**config.mk**
```make
export PLATFORM = sky130hd
export DESIGN_NAME = sc32_core
export DESIGN_NICKNAME = d
export VERILOG_FILES = /design/src/rtl/sc32_pkg.sv /design/src/rtl/sc32_decode.sv /design/src/rtl/sc32_regfile.sv /design/src/rtl/sc32_alu.sv /design/src/rtl/sc32_lsu_align.sv /design/src/rtl/sc32_core.sv
export SDC_FILE = /design/constraint.sdc
export NUM_CORES = 2
export LEC_CHECK = 0
export BUFFER_PORTS_ARGS = -buffer_cell sky130_fd_sc_hd__clkbuf_2
export CAP_MARGIN = 20
export CELL_PAD_IN_SITES_DETAIL_PLACEMENT = 0
export CELL_PAD_IN_SITES_GLOBAL_PLACEMENT = 1
export CORE_ASPECT_RATIO = 0.7
export CORE_MARGIN = 3
export CORE_UTILIZATION = 52
export DETAILED_ROUTE_END_ITERATION = 7
export PLACE_DENSITY_LB_ADDON = 0.1
export SLEW_MARGIN = 10
export SYNTH_ARGS = -nofsm -noshare
export SYNTH_HDL_FRONTEND = slang
export SYNTH_SLANG_ARGS = --single-unit
```
**constraint.sdc**
```tcl
create_clock -name clk -period 9.23 [get_ports clk]
set_input_delay 1.846 -clock clk [delete_from_list [all_inputs] [get_ports clk]]
set_output_delay 1.846 -clock clk [all_outputs]
set_load 0.03 [all_outputs]
```
**src/rtl/sc32_pkg.sv**
```systemverilog
// Shared encodings and control types of the single-cycle core.
// Assumes the fixed 32-bit three-layout instruction encoding.
package sc32_pkg;
    localparam int XLEN = 32;
    localparam int NREG = 32;
    localparam int RIDX = $clog2(NREG);
    localparam int NBYTE = XLEN / 8;

    localparam logic [5:0] OP_RTYPE = 6'd0;
    localparam logic [5:0] OP_J     = 6'd2;
    localparam logic [5:0] OP_JAL   = 6'd3;
    localparam logic [5:0] OP_BEQ   = 6'd4;
    localparam logic [5:0] OP_BNE   = 6'd5;
    localparam logic [5:0] OP_ADDI  = 6'd8;
    localparam logic [5:0] OP_SLTI  = 6'd10;
    localparam logic [5:0] OP_ORI   = 6'd13;
    localparam logic [5:0] OP_LUI   = 6'd15;
    localparam logic [5:0] OP_LB    = 6'd32;
    localparam logic [5:0] OP_LW    = 6'd35;
    localparam logic [5:0] OP_SB    = 6'd40;
    localparam logic [5:0] OP_SW    = 6'd43;

    localparam logic [5:0] FN_JR  = 6'd8;
    localparam logic [5:0] FN_ADD = 6'd32;
    localparam logic [5:0] FN_SUB = 6'd34;
    localparam logic [5:0] FN_SLT = 6'd42;

    localparam logic [RIDX-1:0] LINK_REG = RIDX'(NREG - 1);

    typedef enum logic [2:0] {ALU_ADD, ALU_SUB, ALU_SLT, ALU_OR, ALU_HIGH} alu_op_e;
    typedef enum logic [1:0] {PC_SEQ, PC_BR, PC_JMP, PC_REG} pc_sel_e;
    typedef enum logic [1:0] {WB_ALU, WB_MEM, WB_LINK} wb_sel_e;

    typedef struct packed {
        logic            reg_we;
        logic [RIDX-1:0] dst;
        alu_op_e         alu_op;
        logic            use_imm;
        logic            imm_zext;
        logic            mem_wr;
        logic            mem_byte;
        pc_sel_e         pc_sel;
        logic            br_ne;
        wb_sel_e         wb_sel;
    } ctrl_t;
endpackage

```
**src/rtl/sc32_decode.sv**
```systemverilog
// Instruction decoder: turns one instruction word into control fields.
// Assumes the opcode in [31:26]; register-layout words dispatch on [5:0].
// Unlisted opcodes and functions decode to a no-operation.
module sc32_decode
    import sc32_pkg::*;
(
    input  logic [XLEN-1:0] instr,
    output ctrl_t           ctrl
);
    logic [5:0]      op;
    logic [5:0]      fn;
    logic [RIDX-1:0] f_rt;
    logic [RIDX-1:0] f_rd;

    assign op   = instr[31:26];
    assign fn   = instr[5:0];
    assign f_rt = instr[20:16];
    assign f_rd = instr[15:11];

    // Decode the opcode (and function field) into control settings.
    always_comb begin
        ctrl.reg_we   = 1'b0;
        ctrl.dst      = f_rt;
        ctrl.alu_op   = ALU_ADD;
        ctrl.use_imm  = 1'b0;
        ctrl.imm_zext = 1'b0;
        ctrl.mem_wr   = 1'b0;
        ctrl.mem_byte = 1'b0;
        ctrl.pc_sel   = PC_SEQ;
        ctrl.br_ne    = 1'b0;
        ctrl.wb_sel   = WB_ALU;
        case (op)
            OP_RTYPE: begin
                ctrl.dst = f_rd;
                case (fn)
                    FN_ADD: begin ctrl.reg_we = 1'b1; ctrl.alu_op = ALU_ADD; end
                    FN_SUB: begin ctrl.reg_we = 1'b1; ctrl.alu_op = ALU_SUB; end
                    FN_SLT: begin ctrl.reg_we = 1'b1; ctrl.alu_op = ALU_SLT; end
                    FN_JR:  ctrl.pc_sel = PC_REG;
                    default: ;
                endcase
            end
            OP_ADDI: begin ctrl.reg_we = 1'b1; ctrl.use_imm = 1'b1; end
            OP_SLTI: begin
                ctrl.reg_we = 1'b1; ctrl.use_imm = 1'b1; ctrl.alu_op = ALU_SLT;
            end
            OP_ORI: begin
                ctrl.reg_we = 1'b1; ctrl.use_imm = 1'b1;
                ctrl.imm_zext = 1'b1; ctrl.alu_op = ALU_OR;
            end
            OP_LUI: begin
                ctrl.reg_we = 1'b1; ctrl.use_imm = 1'b1; ctrl.alu_op = ALU_HIGH;
            end
            OP_LW, OP_LB: begin
                ctrl.reg_we   = 1'b1;
                ctrl.use_imm  = 1'b1;
                ctrl.wb_sel   = WB_MEM;
                ctrl.mem_byte = (op == OP_LB);
            end
            OP_SW, OP_SB: begin
                ctrl.use_imm  = 1'b1;
                ctrl.mem_wr   = 1'b1;
                ctrl.mem_byte = (op == OP_SB);
            end
            OP_BEQ: ctrl.pc_sel = PC_BR;
            OP_BNE: begin ctrl.pc_sel = PC_BR; ctrl.br_ne = 1'b1; end
            OP_J:   ctrl.pc_sel = PC_JMP;
            OP_JAL: begin
                ctrl.pc_sel = PC_JMP;
                ctrl.reg_we = 1'b1;
                ctrl.dst    = LINK_REG;
                ctrl.wb_sel = WB_LINK;
            end
            default: ;
        endcase
    end
endmodule

```
**src/rtl/sc32_regfile.sv**
```systemverilog
// Register file with two combinational read ports and one write port.
// Entry 0 is hard-wired to zero; a write to it is dropped.
module sc32_regfile #(
    parameter  int N  = 32,
    parameter  int W  = 32,
    localparam int AW = $clog2(N)
) (
    input  logic          clk,
    input  logic          rst_n,
    input  logic [AW-1:0] ra1,
    input  logic [AW-1:0] ra2,
    output logic [W-1:0]  rd1,
    output logic [W-1:0]  rd2,
    input  logic          we,
    input  logic [AW-1:0] wa,
    input  logic [W-1:0]  wd
);
    logic [W-1:0] regs [N];

    // Clear on reset, otherwise write the selected nonzero entry.
    always_ff @(posedge clk) begin
        if (!rst_n) begin
            for (int i = 0; i < N; i++) regs[i] <= '0;
        end else if (we && (wa != '0)) begin
            regs[wa] <= wd;
        end
    end

    assign rd1 = (ra1 == '0) ? '0 : regs[ra1];
    assign rd2 = (ra2 == '0) ? '0 : regs[ra2];
endmodule

```
**src/rtl/sc32_alu.sv**
```systemverilog
// Arithmetic unit: add, subtract, signed compare, OR, upper-half place.
// Assumes W is even; the upper-half form moves b's low half to the top.
module sc32_alu
    import sc32_pkg::*;
#(
    parameter int W = XLEN
) (
    input  logic [W-1:0] a,
    input  logic [W-1:0] b,
    input  alu_op_e      op,
    output logic [W-1:0] y
);
    // Select the result of the requested operation.
    always_comb begin
        case (op)
            ALU_SUB:  y = a - b;
            ALU_SLT:  y = {{(W-1){1'b0}}, ($signed(a) < $signed(b))};
            ALU_OR:   y = a | b;
            ALU_HIGH: y = {b[W/2-1:0], {(W/2){1'b0}}};
            default:  y = a + b;
        endcase
    end
endmodule

```
**src/rtl/sc32_lsu_align.sv**
```systemverilog
// Byte-lane steering for the data port: store strobes and data, load extract.
// Little-endian lanes; word accesses are assumed aligned by software.
module sc32_lsu_align #(
    parameter  int W  = 32,
    localparam int NB = W / 8,
    localparam int LW = $clog2(NB)
) (
    input  logic [LW-1:0] addr_lo,
    input  logic          byte_op,
    input  logic          wr_en,
    input  logic [W-1:0]  st_src,
    input  logic [W-1:0]  ld_raw,
    output logic [W-1:0]  st_data,
    output logic [NB-1:0] st_strb,
    output logic [W-1:0]  ld_val
);
    logic [7:0] lanes [NB];
    logic [7:0] lane_sel;

    // Split the returned word into lanes.
    for (genvar g = 0; g < NB; g++) begin : g_lane
        assign lanes[g] = ld_raw[8*g +: 8];
    end

    assign lane_sel = lanes[addr_lo];

    // Build store data and strobes for byte or word access.
    always_comb begin
        if (byte_op) begin
            st_data = {NB{st_src[7:0]}};
            st_strb = wr_en ? (NB'(1) << addr_lo) : '0;
        end else begin
            st_data = st_src;
            st_strb = wr_en ? '1 : '0;
        end
    end

    // Return the word, or the sign-extended addressed byte.
    always_comb begin
        ld_val = byte_op ? {{(W-8){lane_sel[7]}}, lane_sel} : ld_raw;
    end
endmodule

```
**src/rtl/sc32_core.sv**
```systemverilog
// Single-cycle core: fetch, decode, read, execute, write back each clock.
// Assumes combinational instruction and data memories and an aligned PC.
module sc32_core
    import sc32_pkg::*;
(
    input  logic             clk,
    input  logic             rst_n,
    output logic [XLEN-1:0]  imem_addr,
    input  logic [XLEN-1:0]  imem_data,
    output logic [XLEN-1:0]  dmem_addr,
    output logic [XLEN-1:0]  dmem_wdata,
    output logic [NBYTE-1:0] dmem_wstrb,
    input  logic [XLEN-1:0]  dmem_rdata
);
    logic [XLEN-1:0] pc;
    logic [XLEN-1:0] pc_plus4;
    logic [XLEN-1:0] br_tgt;
    logic [XLEN-1:0] jmp_tgt;
    logic [XLEN-1:0] next_pc;
    logic [15:0]     imm16;
    logic [XLEN-1:0] imm_sx;
    logic [XLEN-1:0] imm_zx;
    logic [XLEN-1:0] rs_val;
    logic [XLEN-1:0] rt_val;
    logic [XLEN-1:0] alu_b;
    logic [XLEN-1:0] alu_y;
    logic [XLEN-1:0] ld_val;
    logic [XLEN-1:0] wb_data;
    logic            br_taken;
    ctrl_t           ctrl;

    assign imem_addr = pc;
    assign imm16     = imem_data[15:0];
    assign imm_sx    = {{(XLEN-16){imm16[15]}}, imm16};
    assign imm_zx    = {{(XLEN-16){1'b0}}, imm16};

    sc32_decode i_decode (
        .instr (imem_data),
        .ctrl  (ctrl)
    );

    sc32_regfile #(.N(NREG), .W(XLEN)) i_regfile (
        .clk   (clk),
        .rst_n (rst_n),
        .ra1   (imem_data[25:21]),
        .ra2   (imem_data[20:16]),
        .rd1   (rs_val),
        .rd2   (rt_val),
        .we    (ctrl.reg_we),
        .wa    (ctrl.dst),
        .wd    (wb_data)
    );

    assign alu_b = ctrl.use_imm ? (ctrl.imm_zext ? imm_zx : imm_sx) : rt_val;

    sc32_alu #(.W(XLEN)) i_alu (
        .a  (rs_val),
        .b  (alu_b),
        .op (ctrl.alu_op),
        .y  (alu_y)
    );

    assign dmem_addr = alu_y;

    sc32_lsu_align #(.W(XLEN)) i_lsu (
        .addr_lo (alu_y[$clog2(NBYTE)-1:0]),
        .byte_op (ctrl.mem_byte),
        .wr_en   (ctrl.mem_wr & rst_n),
        .st_src  (rt_val),
        .ld_raw  (dmem_rdata),
        .st_data (dmem_wdata),
        .st_strb (dmem_wstrb),
        .ld_val  (ld_val)
    );

    assign pc_plus4 = pc + XLEN'(4);
    assign br_tgt   = pc_plus4 + {imm_sx[XLEN-3:0], 2'b00};
    assign jmp_tgt  = {pc_plus4[XLEN-1:28], imem_data[25:0], 2'b00};
    assign br_taken = (rs_val == rt_val) ^ ctrl.br_ne;

    // Choose the value written back to the register file.
    always_comb begin
        case (ctrl.wb_sel)
            WB_MEM:  wb_data = ld_val;
            WB_LINK: wb_data = pc_plus4;
            default: wb_data = alu_y;
        endcase
    end

    // Choose the next program counter.
    always_comb begin
        case (ctrl.pc_sel)
            PC_BR:   next_pc = br_taken ? br_tgt : pc_plus4;
            PC_JMP:  next_pc = jmp_tgt;
            PC_REG:  next_pc = rs_val;
            default: next_pc = pc_plus4;
        endcase
    end

    // Program counter register, cleared by reset.
    always_ff @(posedge clk) begin
        if (!rst_n) pc <= '0;
        else        pc <= next_pc;
    end

    AST_RESET_PC: assert property (@(posedge clk) disable iff (!rst_n)
        $rose(rst_n) |-> (pc == '0));

    AST_R0_READS_ZERO: assert property (@(posedge clk) disable iff (!rst_n)
        (imem_data[25:21] == '0) |-> (rs_val == '0));

    AST_SEQ_ADVANCE: assert property (@(posedge clk) disable iff (!rst_n)
        (ctrl.pc_sel == PC_SEQ) |=> (pc == $past(pc) + XLEN'(4)));

    AST_BRANCH_TARGET: assert property (@(posedge clk) disable iff (!rst_n)
        (ctrl.pc_sel == PC_BR && br_taken) |=>
        (pc == $past(pc) + XLEN'(4) + {$past(imm_sx[XLEN-3:0]), 2'b00}));

    AST_LINK_VALUE: assert property (@(posedge clk) disable iff (!rst_n)
        (ctrl.wb_sel == WB_LINK) |-> (ctrl.dst == LINK_REG && wb_data == pc + XLEN'(4)));

    AST_STROBE_SHAPE: assert property (@(posedge clk) disable iff (!rst_n)
        (dmem_wstrb == '0 || $countones(dmem_wstrb) == 1 || dmem_wstrb == '1));

    AST_PC_ALIGNED: assert property (@(posedge clk) disable iff (!rst_n)
        (pc[1:0] == 2'b00));
endmodule

```
---- Yosys cells after proc, flatten, opt, wreduce, memory -nomap -nowiden ----
Memories as Yosys holds them, arrays and structs flattened.
Cells that the tools add are included.
storage, ports and cells
  memory bits (writable) .................. 1,024
  register bits after elaboration ......... 32
  ROM bits ................................ 0
  bits of input ports ..................... 66
  bits in latches ......................... 0
  memories kept ........................... 1
  output and inout port bits .............. 100
operators by class
  divide/modulo/power cells ............... 0
  $lt $le $gt $ge ......................... 2
  shift operators ......................... 1
  equal/unequal tests ..................... 26
  bitwise operators ....................... 4
  reduce and logical (&&, ||, !) cells .... 13
  add/subtract/negate cells ............... 4
  multipliers ............................. 0
  muxes and demuxes ....................... 36
memories
  name            depth  width  read ports  clocked after memory_dff  wr ports  RTL line            RTL
  i_regfile.regs  32     32     2           0                         32        sc32_regfile.sv:18  logic [W-1:0] regs [N];
operators by type and width
  kind                                                              number
  32-bit 2-to-1 mux                                                 8
  32-bit one-hot mux with 4 select lines                            1
  32-bit one-hot mux with 3 select lines                            1
  32-bit adder                                                      2
  32-bit one-hot mux with 2 select lines                            1
  6-bit == test (second input constant)                             7
  32-bit by 3-bit adder with 32-bit output (second input constant)  1
  32-bit == test                                                    1
  32-bit less-than comparator                                       1
  32-bit bitwise OR                                                 1
  32-bit OR reduction                                               1
  32-bit subtractor                                                 1
  6-bit by 4-bit == test with 1-bit output (second input constant)  5
  8-bit binary-select mux with 2-bit select                         1
  8-bit 2-to-1 mux                                                  2
  6-bit by 2-bit == test with 1-bit output (second input constant)  2
  6-bit by 3-bit == test with 1-bit output (second input constant)  2
  4-bit 2-to-1 mux                                                  3
  3-bit one-hot mux with 4 select lines                             1
  5-bit zero test                                                   2
  1-bit 2-to-1 mux                                                  10
  5-bit one-hot mux with 2 select lines                             1
  2-bit one-hot mux with 2 select lines                             2
  2-bit OR reduction                                                4
  other kinds (20)                                                  25

---- Depth between registers and ports, before layout ----
  word-level depth ........................ 13
  gate-level depth with buffers ........... 30
  depth with buffers taken out ............ 22

---- Hierarchy ----
From an unflattened synthesis, not the netlist that was laid out.
second synthesis, totals
  cell total of the unflattened synthesis .. 5,230
  area total of the unflattened synthesis .. 66,003.3 um2
by module, submodules not included
  module          area each (um2)  cells each  seq. area each (um2)  times used
  sc32_regfile    54,204.5         3,509       30,749.5              1
  sc32_core       5,368.9          755         640.6                 1
  sc32_alu        4,917.2          731         0.0                   1
  sc32_lsu_align  1,137.3          175         0.0                   1
  sc32_decode     375.4            60          0.0                   1

---- Least setup slack after synthesis ----
OpenSTA, ideal clock, no wires.
  path type ............................... input-to-output
  from .................................... in imem_data[16]
  to ...................................... out dmem_addr[21]
  path slack .............................. 0.347 ns
  stages .................................. 22
  path buffers ............................ 5
  arrival ................................. 7.037 ns
  cells stage by stage .................... buf_6 buf_12 buf_8 buf_8 buf_8 mux4_2 o22ai_1 or4_1 o21ai_0 inv_1 ha_1 nor2b_1 o21ai_0 a21oi_1 o21ai_0 a21oi_1 a311o_1 a21o_1 a31oi_1 o21ai_0 o221a_2 o21ai_0
between the ends
  cells in the longest elaborated chain, start to end .. 5
  elaborated cells between the ends (all ways) .. 8
ends and longest elaborated chain
  what                                                               RTL line            RTL
  start, declared                                                    sc32_core.sv:9      input logic [XLEN-1:0] imem_data,
  memory read 32 x 32 bit / 5-bit zero test (equally long branches)  -
  32-bit 2-to-1 mux *                                                sc32_regfile.sv:30  assign rd2 = (ra2 == '0) ? '0 : regs[ra2];
  32-bit 2-to-1 mux *                                                sc32_core.sv:54     assign alu_b = ctrl.use_imm ? (ctrl.imm_zext ? imm_zx : imm_sx) : rt_val;
  32-bit adder (tied with other cells)                               sc32_alu.sv:20      default: y = a + b;
  32-bit one-hot mux with 4 select lines *                           sc32_alu.sv:15      case (op)
  end, declared                                                      sc32_core.sv:10     output logic [XLEN-1:0] dmem_addr,
Mark *: on every way between the ends. The rest lies on a longest branch, timed or not.

---- Worst setup path in the final report ----
  from .................................... in imem_data[24]
  to ...................................... out dmem_addr[16]
between the ends
  cells in the longest elaborated chain, start to end .. 4
  elaborated cells between the ends (all ways) .. 7
ends and longest elaborated chain
  what                                                               RTL line            RTL
  memory read 32 x 32 bit / 5-bit zero test (equally long branches)  -
  32-bit 2-to-1 mux *                                                sc32_regfile.sv:29  assign rd1 = (ra1 == '0) ? '0 : regs[ra1];
  32-bit adder (tied with other cells)                               sc32_alu.sv:20
  32-bit one-hot mux with 4 select lines *                           sc32_alu.sv:15
Marks and branches as above.

==> results.md <==
Run status:
- The run finished with clean final reports.

CTS:
- In this run the clock root is driven by a sky130_fd_sc_hd__clkbuf_16.
- The post-CTS clock slew at the launch and capture registers of the worst setup and hold paths is 0.07 ns.
- In this run the number of H-tree levels came out at 3.
- The longest clock path from root to sink contains 3 buffers.
- Counting every sink on the clock net gives 1056.
- The clock reaches the later pin of the worst-skew pair after 0.74 ns.
- Counting the buffers created by CTS gives 104.
- The total of hold buffers inserted after clock tree synthesis is 0.
- The CTS tree is done.

STA:
- Setup violations remaining at the end of the flow were counted as 0.
- The headroom to the max-slew limit is 20.9%.
- The count of final max-slew check failures is 0.
- For the final database, setup skew stands at 0.0380 ns.
- Static timing analysis puts the maximum clock frequency at 109 MHz.
- For the pin with the worst max-slew slack, the measured transition is 1.18 ns.
- The worst path uses 99.5% of the clock period.
- The final worst setup slack is 0.0418 ns.
- The sum of negative setup slack is 0 ns.
- After layout, the minimum clock period comes to 9.19 ns.
- The hold violation count in the final report is 0.

Logic synthesis:
- The total of flip-flops plus latches after synthesis is 1056.
- The mux contribution to synthesized area is 20.5%.
- The number of enable-type register cells in the synthesized netlist is 1024.
- The number of cells produced by synthesis is 5212.
- After synthesis, the netlist uses 86 different library cells.
- The adder-cell share of the synthesized area is 2.61%.
- The average instance in the mapped netlist occupies 12.1 sq um.
- The most used flip-flop cell after synthesis is sky130_fd_sc_hd__edfxtp_1.
- The area fraction in and, or, nand and nor cells after synthesis is 12.3%.
- The number of synthesis warnings is 0.
- The cell area that synthesis handed to floorplanning was 63100 sq um.
- Of the synthesized area, sequential elements account for 49.8%.
- The largest family of logic cells by synthesized area is multiplexers.
- The share of flip-flops with an asynchronous set or reset is 0%.
- The post-synthesis xor/xnor area fraction is 1.29%.
- The compound-gate portion of the synthesized area is 8.92%.

Worst hold path:
- The min-delay analysis places its worst path in the category register to register.
- The startpoint identified for the worst hold timing path is imem_addr[0]$_SDFFE_PN0P_.
- The cell depth of the worst hold path is 2.
- For hold timing, the worst endpoint is imem_addr[0]$_SDFFE_PN0P_.

GRT:
- The initial antenna violation count is 15.
- The number of global-route vias before repair was 49.3k.
- Entering global routing, the biggest net connects 44 pins.
- The global-route wire length before repair is 383000 um.
- The sum of overflow across all layers after global routing is 0.
- The global-route usage over all layers is 43.3%.

Critical path:
- The launching point of the worst reg2reg path is i_regfile.regs[31][0]$_SDFFCE_PN0P_.
- Data on the critical path arrives at its endpoint at 7.34 ns.
- The number of cell instances on the worst register-to-register path is 27.
- The critical path is of the input port to output port type.
- The maximum fanout encountered on the critical timing path is 12.
- The kind of start point of the critical path is an input port.
- At the worst endpoint, the required time is 7.38 ns.
- The reg-to-reg endpoint is i_regfile.regs[11][16]$_SDFFCE_PN0P_.
- In this run the register-to-register setup slack is 2.61 ns.
- STA classifies the critical path endpoint as an output port.

Placed design:
- The placement-stage cell area is 69500 sq um.
- The post-placement setup slack is -0.239 ns.
- The congestion estimate from routability-driven global placement came to 1.04.
- Detailed placement finished with a half-perimeter wire length of 193000 um.
- In this run, placement finished with an instance count of 7167.
- The count of port buffers added during placement is 165.

Route:
- Dividing the detail-routed via count by the number of cells gives 7.07.
- The count of nets left with antenna violations once routing finished came out at 0.
- The number of remaining DRC errors is 0.
- The detailed router's first-iteration violation count is 9398.
- The first TritonRoute pass finished after 6 iterations.
- The total length of routed wires is 277000 um.
- The detail-routed net length per standard cell is 37.5 um.
- For this block, the via count after detailed routing is 52.1k.

Finish:
- Registers take 31400 sq um.
- The multi-input combinational cells in the finished layout cover a total of 29300 sq um.
- The number of inserted filler cells in the final layout is 9591.
- After routing the design area is 73400 sq um.
- The most common cell after layout, fill and taps aside is sky130_fd_sc_hd__edfxtp_1.
- The area growth from synthesis to layout is 16.3%.
- The fraction of final layout cells sized beyond drive strength 1 is 28.3%.
- The final layout contains 5861 nets.
- In the layout the commonest cells are 1024 x sky130_fd_sc_hd__edfxtp_1, 1015 x sky130_fd_sc_hd__nor2_1, 547 x sky130_fd_sc_hd__buf_4, 504 x sky130_fd_sc_hd__mux4_2, 253 x sky130_fd_sc_hd__nand2_1.
- The finished layout holds 7379 standard cells, fillers aside.

Floorplan:
- The height of the die is 297 um.
- The die covers 126000 sq um.
- The initial utilization of the core area, before any placement, comes to 52.6%.
- The initialized floorplan defines 106 standard-cell rows.
- For this design the top-level I/O count stands at 166.
- Measured along the x axis, the die boundary spans 422 um.
- The area of the core is 120000 sq um.

Pwr:
- Summed over all cells, the static leakage comes to 27.8 nW.
- VDD sags by at most 0.000185 V.
- The total power of the final layout is 0.0145 W.
- In this run the power density over the cells is 198 nW/um^2.

Job:
- The tool flagged a number of max-cap violations equal to 0.
==> flip-flops by register name, indices dropped and copies added (netlist names) <==
register        cells
imem_addr          32
i_regfile.regs   1024
==> power breakdown <==
| part | leakage (nW) | switching, W | internal, W | total (W) |
|---|---|---|---|---|
| combinational | 15.3 | 0.00295 | 0.00154 | 0.00449 |
| clock | 1.68 | 0.00198 | 0.00251 | 0.00449 |
| sequential | 10.8 | 0.0000954 | 0.00542 | 0.00552 |
==> cell type report <==
class	instances	area share [%]
Sequential cell	1056	42.8
Multi-Input combinational cell	3579	40.0
Timing Repair Buffer	795	9.03
Clock buffer	128	3.73
Tap cell	1620	2.76
Clock inverter	66	1.04
Inverter	129	0.667
Antenna cell	6	0.0205
==> cells in the mapped netlist (23+ instances only) <==
master                     count  area, sq um
sky130_fd_sc_hd__mux2i_1     144         1440
sky130_fd_sc_hd__a21o_1       31          233
sky130_fd_sc_hd__edfxtp_1   1024        30700
sky130_fd_sc_hd__o221ai_1     28          245
sky130_fd_sc_hd__o22ai_1      55          344
sky130_fd_sc_hd__and3_1       26          163
sky130_fd_sc_hd__ha_1        127         1590
sky130_fd_sc_hd__a22oi_1     118          886
sky130_fd_sc_hd__nor2b_1      28          175
sky130_fd_sc_hd__o21ai_0     167          836
sky130_fd_sc_hd__nor3_1      220         1100
sky130_fd_sc_hd__nor2_1     1023         3840
sky130_fd_sc_hd__xor2_1       40          350
sky130_fd_sc_hd__buf_4        24          180
sky130_fd_sc_hd__buf_2        58          290
sky130_fd_sc_hd__buf_1        25         93.8
sky130_fd_sc_hd__xnor2_1      49          429
sky130_fd_sc_hd__nand3_1      62          310
sky130_fd_sc_hd__mux4_2      504        11400
sky130_fd_sc_hd__a21oi_1     219         1100
sky130_fd_sc_hd__a31oi_1      23          144
sky130_fd_sc_hd__buf_6        26          293
sky130_fd_sc_hd__dfxtp_1      32          641
sky130_fd_sc_hd__clkbuf_1    325         1220
sky130_fd_sc_hd__a221oi_1     32          280
sky130_fd_sc_hd__nand2_1     305         1140
sky130_fd_sc_hd__inv_1       122          458
sky130_fd_sc_hd__o21bai_1     24          180
==> critical path, cell delays in order <==
cell and delay (ns):
sky130_fd_sc_hd__clkbuf_2 0.23, sky130_fd_sc_hd__nor2_1 0.79, sky130_fd_sc_hd__buf_4 0.31, sky130_fd_sc_hd__nand3b_1 0.41
sky130_fd_sc_hd__buf_4 0.36, sky130_fd_sc_hd__o21ai_0 0.10, sky130_fd_sc_hd__buf_4 0.19, sky130_fd_sc_hd__inv_1 0.07
sky130_fd_sc_hd__buf_4 0.13, sky130_fd_sc_hd__ha_1 0.26, sky130_fd_sc_hd__nand2b_1 0.17, sky130_fd_sc_hd__a21oi_1 0.22
sky130_fd_sc_hd__o21bai_1 0.12, sky130_fd_sc_hd__nand2_1 0.10, sky130_fd_sc_hd__nor3_1 0.10, sky130_fd_sc_hd__buf_4 0.15
sky130_fd_sc_hd__o41a_1 0.41, sky130_fd_sc_hd__a21oi_1 0.39, sky130_fd_sc_hd__a211oi_1 0.13, sky130_fd_sc_hd__o22ai_1 0.52
sky130_fd_sc_hd__clkbuf_2 0.32
==> worst max path at each step <==
stage                       start             to  slack (ns)  cells after the start
detailed placement  imem_data[21]  dmem_addr[30]       -0.24                     23
global route        imem_data[16]  dmem_wstrb[2]       -0.02                     25
floorplan           imem_data[16]  dmem_addr[21]        0.35                     22
finish              imem_data[24]  dmem_addr[16]        0.04                     21
CTS                 imem_data[21]  dmem_addr[30]        0.02                     23
global placement    imem_data[21]  dmem_addr[30]       -0.25                     23
==> metal layers <==
layer,share of wire (%),track usage (%),vias to the layer above
li1,-,-,20700
met1,38,62.1,26100
met2,40,58.0,4621
met3,17,17.7,701
met4,4.9,17.8,16
met5,0.086,0.114,-
==> what timing repair did <==
| action | CTS | global route |
|---|---|---|
| resized for setup | 12 | 51 |
| pin swaps | 0 | 3 |
| cloned | 0 | 2 |
| endpoints found under the setup margin | 13 | 18 |
| setup buffers | 0 | 7 |
==> per-stage QoR <==
stage | hold WS [ns] | util, %
after CTS | 0.544 | 60.9
final | 0.557 | 61.2
after detailed placement | 0.534 | 58.0
after global routing | 0.580 | 61.2
after floorplan | 0.608 | -
after global placement | 0.527 | 58.0
==> cell families after synthesis <==
logic type / count (synthesis)
AOI/OAI and AO/OA: 862
xor gates and xnor gates: 91
adders and majority gates: 130
buffers and inverters: 608
DFF: 1056
muxes: 661
other: 1
and+or+nand+nor: 1803
No activity file was read; power rests on OpenSTA's default activity.
